File: config.mk
export PLATFORM = sky130hd
export DESIGN_NAME = hall_comm_timer
export DESIGN_NICKNAME = d
export VERILOG_FILES = /design/src/rtl/hall_comm_timer.sv
export SDC_FILE = /design/constraint.sdc
export NUM_CORES = 1
export LEC_CHECK = 0
export BUFFER_PORTS_ARGS = -buffer_cell sky130_fd_sc_hd__buf_2
export CORE_UTILIZATION = 25
export DETAILED_ROUTE_END_ITERATION = 8
export SLEW_MARGIN = 40
export SYNTH_ARGS = -nofsm -noshare
export SYNTH_HDL_FRONTEND = slang
export SYNTH_SLANG_ARGS = --single-unit
File: constraint.sdc
create_clock -name clk -period 13.54 [get_ports clk]
set_input_delay 1.354 -clock clk [delete_from_list [all_inputs] [get_ports clk]]
set_output_delay 1.354 -clock clk [all_outputs]
set_load 0.03 [all_outputs]
File: src/rtl/hall_comm_timer.sv
module hall_comm_timer #(
  parameter int PER_W = 25,
  parameter int OFS_W = 8,
  parameter int STEPS = 960,
  localparam int POS_W = $clog2(STEPS)
) (
  input  logic             clk,
  input  logic             rst_n,
  input  logic             enable,
  input  logic             hall_ref,
  input  logic [OFS_W-1:0] phase_ofs,
  input  logic             phase_delay,
  input  logic [1:0]       resync_sel,
  input  logic             basic_mode,
  output logic [POS_W-1:0] comm_pos,
  output logic             comm_tick,
  output logic [PER_W-1:0] hall_period,
  output logic             stall
);

  localparam int TICK_W = PER_W - 8;

  logic              hall_q, seen, rise, lat, resync, valid;
  logic [PER_W-1:0]  per_cnt, div_src, div_full;
  logic [TICK_W-1:0] tick_cnt, div_val, reload;
  logic [2:0]        edge_cnt, edge_mask;
  logic [POS_W-1:0]  load_val, step_val;

  assign rise      = enable & hall_ref & ~hall_q;
  assign lat       = rise & seen;
  assign stall     = &per_cnt;
  assign valid     = |hall_period;
  assign comm_tick = valid && (tick_cnt == '0);

  assign div_src  = lat ? per_cnt : hall_period;
  assign div_full = div_src / PER_W'(STEPS);
  assign div_val  = TICK_W'(div_full);
  assign reload   = (div_val == '0) ? '0 : div_val - 1'b1;

  assign edge_mask = (3'd1 << resync_sel) - 3'd1;
  assign resync    = rise && ((edge_cnt & edge_mask) == 3'd0);

  always_comb begin
    if (basic_mode)
      load_val = '0;
    else if (phase_delay && (phase_ofs != '0))
      load_val = POS_W'(STEPS) - POS_W'(phase_ofs);
    else if (phase_delay)
      load_val = '0;
    else
      load_val = POS_W'(phase_ofs);
  end

  assign step_val = (comm_pos == POS_W'(STEPS - 1)) ? '0 : comm_pos + 1'b1;

  always_ff @(posedge clk or negedge rst_n) begin
    if (!rst_n) begin
      hall_q      <= 1'b0;
      seen        <= 1'b0;
      per_cnt     <= '0;
      hall_period <= '0;
      tick_cnt    <= '0;
      edge_cnt    <= '0;
      comm_pos    <= '0;
    end else begin
      hall_q <= hall_ref;
      if (!enable) begin
        seen        <= 1'b0;
        per_cnt     <= '0;
        hall_period <= '0;
        tick_cnt    <= '0;
        edge_cnt    <= '0;
        comm_pos    <= '0;
      end else begin
        if (rise) begin
          per_cnt <= PER_W'(1);
          seen    <= 1'b1;
        end else if (!stall) begin
          per_cnt <= per_cnt + 1'b1;
        end

        if (lat)
          hall_period <= per_cnt;

        if (rise || comm_tick)
          tick_cnt <= reload;
        else if (tick_cnt != '0)
          tick_cnt <= tick_cnt - 1'b1;

        if (rise)
          edge_cnt <= (edge_cnt + 3'd1) & edge_mask;

        if (resync)
          comm_pos <= load_val;
        else if (comm_tick)
          comm_pos <= step_val;
      end
    end
  end

endmodule

**Yosys cells after proc, flatten, opt, wreduce, memory -nomap -nowiden**

Index checks and enable logic that the tools add are counted.

- Output and inout bits: 37
- Bits in registers: 82
- Input port bits: 16

- Equality and inequality tests: 5
- $add $sub $neg: 7
- Muxes and demuxes: 20
- Shift-type cells: 1
- Divide/modulo/power cells: 1
- Bitwise gates (word level): 6
- Reduce and logical (&&, ||, !) cells: 11

Operator list:

| cell | number |
|---|---|
| 2-to-1 mux 25 bit | 5 |
| 2-to-1 mux 17 bit | 4 |
| 2-to-1 mux 10 bit | 6 |
| logical NOT 17 bit | 2 |
| subtractor 17 x 1 -> 17 bit, second input constant | 2 |
| adder 25 x 1 -> 25 bit, second input constant | 1 |
| divider 25 x 10 -> 25 bit, second input constant | 1 |
| AND reduction 25 bit | 1 |
| OR reduction 25 bit | 1 |
| nonzero test 17 bit | 1 |
| adder 10 x 1 -> 10 bit, second input constant | 1 |
| == test 10 bit, second input constant | 1 |
| subtractor 7 x 9 -> 10 bit, first input constant | 1 |
| 2-to-1 mux 8 bit | 1 |
| nonzero test 8 bit | 1 |
| AND 3 bit | 2 |
| 2-to-1 mux 3 bit | 2 |
| != test 3 x 1 -> 1 bit, second input constant | 2 |
| adder 3 x 1 -> 3 bit, second input constant | 1 |
| AND 1 bit | 3 |
| logical AND 1 bit | 3 |
| logical NOT 3 bit | 1 |
| != test 3 x 2 -> 1 bit, second input constant | 1 |
| << shifter 1 x 2 -> 3 bit, first input constant | 1 |
| other kinds (5) | 6 |

**Longest topological paths before layout**

- Word-level depth: 9
- Mapped depth: 34
- Gate-level depth less buffers: 29

**Least setup slack after synthesis**

Ideal clock, no wire load.

- Path kind: input-to-reg
- Start: in enable
- End: reg tick_cnt[15]
- Library setup time: 125 ps
- Required time: 13415 ps
- Setup slack: 5384 ps
- Cell stages on the path: 31
- Arrival time: 8032 ps
- Path through: and4b_1 buf_4 mux2_4 a211oi_2 a41oi_2 a211oi_2 a21o_2 o22ai_1 o311ai_2 a21oi_2 a211o_1 a311o_1 a211oi_4 mux2_4 or2_1 a2111oi_4 a21o_2 or4_1 o211ai_2 a211o_1 a211oi_1 o211a_1 a21oi_1 o32ai_1 ha_1 nand3_1 a21oi_1 or2_2 buf_6 a211o_1 nand3_1

- Cells in the longest elaborated chain, start to end: 9
- Elaborated cells on any way between the ends: 12
- Classes of those cells: add/sub (1); div (1); eq/ne (1); mux (4); bitwise (3); reduce/logical (2)

RTL lines:

| element | line | source |
|---|---|---|
| start: declaration | 9 | `input logic enable,` |
| AND 1 bit (2 in a row) | 29 | `assign rise = enable & hall_ref & ~hall_q;` |
| AND 1 bit | 30 | `assign lat = rise & seen;` |
| 2-to-1 mux 25 bit | - |  |
| divider 25 x 10 -> 25 bit | 36 | `assign div_full = div_src / PER_W'(STEPS);` |
| subtractor 17 x 1 -> 17 bit or logical NOT 17 bit (tied branches) | 38 | `assign reload = (div_val == '0) ? '0 : div_val - 1'b1;` |
| 2-to-1 mux 17 bit | 38 |  |
| 2-to-1 mux 17 bit | 85 | `if (rise \|\| comm_tick)` |
| 2-to-1 mux 17 bit | 67 | `if (!enable) begin` |
| end signal: assignment | 86 | `tick_cnt <= reload;` |
| end signal: assignment | 88 | `tick_cnt <= tick_cnt - 1'b1;` |
| end: declaration | 25 | `logic [TICK_W-1:0] tick_cnt, div_val, reload;` |

Parallel ways exist; a longest one is shown, timed or not.
A chain may end at the register's enable or synchronous reset.

**Worst setup path in the final report**

- Start: in enable
- End: reg tick_cnt[12]

The elaborated chain is that of the path after synthesis.

==> flow_results.org <==
** Run status
- The run finished with clean final reports.

** Route
- Final routed DRC violation total :: 0
- The first routing iteration left 561 violations.
- The routed layout has 7,383 vias.
- Post-detailed-route wirelength per cell :: 16.33 um
- In the routed layout, each cell is associated on average with a via count of 5.393.
- First drt pass iteration count :: 5
- The detail route stage leaves a number of antenna-violating nets equal to 0.
- The final layout contains routed wiring with a total length of 22,350 um.

** Synthesis
- Cell count after synthesis :: 949
- Count of yosys warnings during synthesis :: 0
- Synthesis instantiated 112 different standard cells from the library.
- After Yosys synthesis, XOR and XNOR cells account for 6.304% of the synthesized area.
- In this run the biggest area consumer among cell types represents between 20 and 30% of the synthesized area.
- Post-synth EDFFs :: 0
- Synth Area in Compound Gates :: 29.83%
- The number of nets handed over by synthesis was 972.
- Dominant register cell in the synthesized netlist :: dfrtp_1
- Area share of and/or/nand/nor cells after synthesis :: 30.10%
- Ranking of synthesized cells by area :: dfrtp_1 27%, nand2_1 6.8%, nor2_1 4.0%
- Post-synthesis instance area :: approximately 7600 sq um
- Average size of a mapped cell :: 8.052 sq um
- Synthesized flop and latch total :: a little over 80
- Share of flip-flops with an asynchronous set or reset :: 100.0%
- Cell type contributing the most total cell area after synthesis :: dfrtp_1
- Most instantiated cells after synthesis :: 139 x nand2_1, 82 x dfrtp_1, 81 x nor2_1
- Among all cell types in the netlist, the one instantiated most often is nand2_1.
- Dominant combinational cell family by area after synthesis :: simple AND/OR/NAND/NOR gates
- Of the total synthesized cell area, the portion taken by full adders, half adders and majority gates is 1.146%.
- Sequential elements use between 20% and 30% of the synthesized area.
- Share of cell area taken by muxes after synthesis :: ~1.9%

** Worst hold path
- Along the worst hold path, the cell count comes to 2.
- The path with the worst hold slack has its endpoint at seen.
- In this run the most critical hold path is launched from seen.
- Kind of path behind the tightest hold check :: flop to flop

** Floorplanning
- From left edge to right edge, the die measures between 150 and 200 um.
- 53 I/O pins were placed.
- In this run the standard cell core region covers between 20,000 and 30,000 sq um.
- Die Y :: 176.8 um
- The floorplan has 63 rows.
- Starting density of the core :: 25.58%
- Die Outline Area :: 31,270 sq um

** Critical path
- FF-to-FF setup slack :: 4780 ps
- Required time at the endpoint of the critical path :: 13,790 ps
- Worst stage delay on the critical path :: just under 600 ps
- Kind of start point of the critical path :: input pin
- Startpoint of the most critical register-to-register path :: hall_q
- Worst path arrival time :: between 10,000 and 15,000 ps
- The number of cells on the worst reg-to-reg path is 30.
- Among the stages of the critical path, the cell type that occurs most often is nor3_1.
- Cell at the slowest stage of the critical path :: nor3_1
- The critical path in this run is classified as input pin to flop.
- In this run the worst path has a maximum fanout of 48.
- Kind of capture point of the worst setup path :: flop
- Worst R2R End :: tick_cnt[12]

** Clocking
- Clock Pin Slew Worst Setup and Hold Paths :: 60 ps
- Longest Clk Path Bufs :: 2
- Clock Sinks :: 82
- The number of gates resized after CTS was 0.
- Skew-Pair Late Insertion Delay :: around 350 ps
- Postcts setup bufs :: 0
- TritonCTS built the clock tree.
- Number of levels the H-tree was split into :: 3
- For this design, the CTS-stage hold fixing added 0 buffers.
- Library cell used as clock root buffer :: clkbuf_16
- TritonCTS created 9 clock buffers.

** Finish
- With fillers left out, the area of the finished cells amounts to 8507 sq um.
- Core occupancy in the finished layout :: 28.48%
- From synthesis to final layout, the design area changed by 11.33%.
- Of the cells placed in the final design, the portion with a size suffix greater than 1 is 15.32%.
- Number of antenna diodes :: 0
- Final-stage net count :: 997

** STA
- The final max-slew violation count came to 0.
- Share of the clock period used by the worst path after layout :: 72.63%
- Sum of negative setup slack :: 0 ps
- Setup violations remaining at the end of the flow were counted as 0.
- Maximum achievable frequency :: 101.7 MHz
- Hold Violations, Final :: 0
- The tightest hold path in the finished design has a slack of 531.4 ps.
- Final Skew :: roughly 13 ps
- Minimum clock period after layout :: 9834 ps
- RSZ-0062 raised after global routing :: false
- Relative slew slack :: 49.34%
- For the pin with the worst max-slew slack, the measured transition is 758.1 ps.
- Setup slack on the critical path of the routed design comes to 3706 ps.

** Placement
- Total cell area at the placement stage :: 8202 sq um
- Buffers placed on the I/O ports in this run total 52.
- Pre-CTS setup slack :: 3472 ps
- DP Wirelength :: 16,660 um
- Final weighted congestion in routability-driven placement :: 0.8987

** Power and ir drop
- For this design the ratio of total power to cell area is 84.58 nW/um^2.
- VDD IR-drop max :: a little over 0.00006 V
- In this run the static leakage power is 3.339 nW.

** Global route
- Entering global routing, the biggest net connects between 70 and 80 pins.
- Global routing used 14.49% of the available tracks across all layers.
- The first global-routing pass estimated 36,650 um of wire.
- The initial antenna violation count came to 1.
- Summed over all layers, the global routing overflow is 0.
- The via count of the first global-routing pass was 6,920.

** Run
- Across the run, the number of max-cap violations was 0.
==> state kept, by name, summed over array words and instances (netlist names) <==
register,cells
comm_pos,10
edge_cnt,3
hall_period,25
hall_q,1
per_cnt,25
seen,1
tick_cnt,17
==> layout make-up <==
class                   instances  area (sq um)
flip-flops and latches         82          2052
inverters                      19         71.32
clock inverters                 6         66.31
clock buffers                  10         229.0
multi-input cells             806          5304
fillers                      3201         21370
repair buffers                 56         296.5
well taps                     390         488.0
==> power breakdown <==
| part | switching, W | internal, W | total (W) |
|---|---|---|---|
| clock network | 0.000103 | 0.000143 | 0.000246 |
| registers | 0.0000255 | 0.000269 | 0.000294 |
| logic | 0.000100 | 0.0000789 | 0.000179 |
| total | 0.000228 | 0.000491 | 0.000720 |
==> layout by cell type (no fill, tap or decap), types with 8 or more instances in the layout <==
cell       count
xor2_1        26
a211oi_1      11
nand3_1       39
nand4_1       12
a32o_1         8
xnor2_1       29
inv_1         18
a21boi_0      10
a31oi_1       23
o21ai_0       41
clkbuf_16      9
o31ai_1        8
nor3_1        23
and3_1        18
nor2_1        81
o22ai_1       15
o211ai_1      11
nor4_1        10
dfrtp_1       82
nand2_1      139
or3_1         11
nor2b_1       21
mux2i_1        8
and2_1        26
buf_2         51
a21oi_1       33
==> per-stage QoR <==
stage	cells	total power, W
after floorplan	949	0.0004317
after global placement	1353	0.0004731
after detailed placement	1353	0.0004742
after CTS	1369	0.0007227
after global routing	1369	0.0007577
final	1369	0.0007195
==> worst max path at each step <==
| stage | startpoint | to | slack, ps | cells past startpoint |
|---|---|---|---|---|
| floorplan | enable | tick_cnt[15] | 5380 | 31 |
| global placement | enable | tick_cnt[15] | 3570 | 32 |
| detailed placement | enable | tick_cnt[15] | 3470 | 32 |
| CTS | enable | tick_cnt[15] | 3790 | 32 |
| global route | enable | tick_cnt[16] | 3040 | 31 |
| finish | enable | tick_cnt[12] | 3710 | 32 |
==> per-layer routing <==
layer | vias up | track usage (%) | share of wire [%] | wire, um
met3 | 31 | 2.255 | 4.5 | 1015
met1 | 3586 | 20.40 | 49 | 11010
li1 | 3589 | - | - | -
met5 | - | 0 | 0.058 | 13
met4 | 2 | 3.592 | 1.3 | 288
met2 | 175 | 22.94 | 45 | 10020
==> logic make-up after synthesis <==
kind of cell | after synthesis
and+or+nand+nor | 448
AOI/OAI and AO/OA | 283
DFF | 82
buffers and inverters | 61
xor gates and xnor gates | 55
muxes | 13
adders and majority gates | 7
==> critical path: cells and delay by family <==
family | cells | cell delay, ps
AO/OA/AOI/OAI | 17 | 4910
adder cells (fa/ha/maj) | 1 | 310
buffers and inverters | 3 | 840
multiplexers | 1 | 410
AND/OR/NAND/NOR | 10 | 2220
No activity file was read; power rests on OpenSTA's default activity.
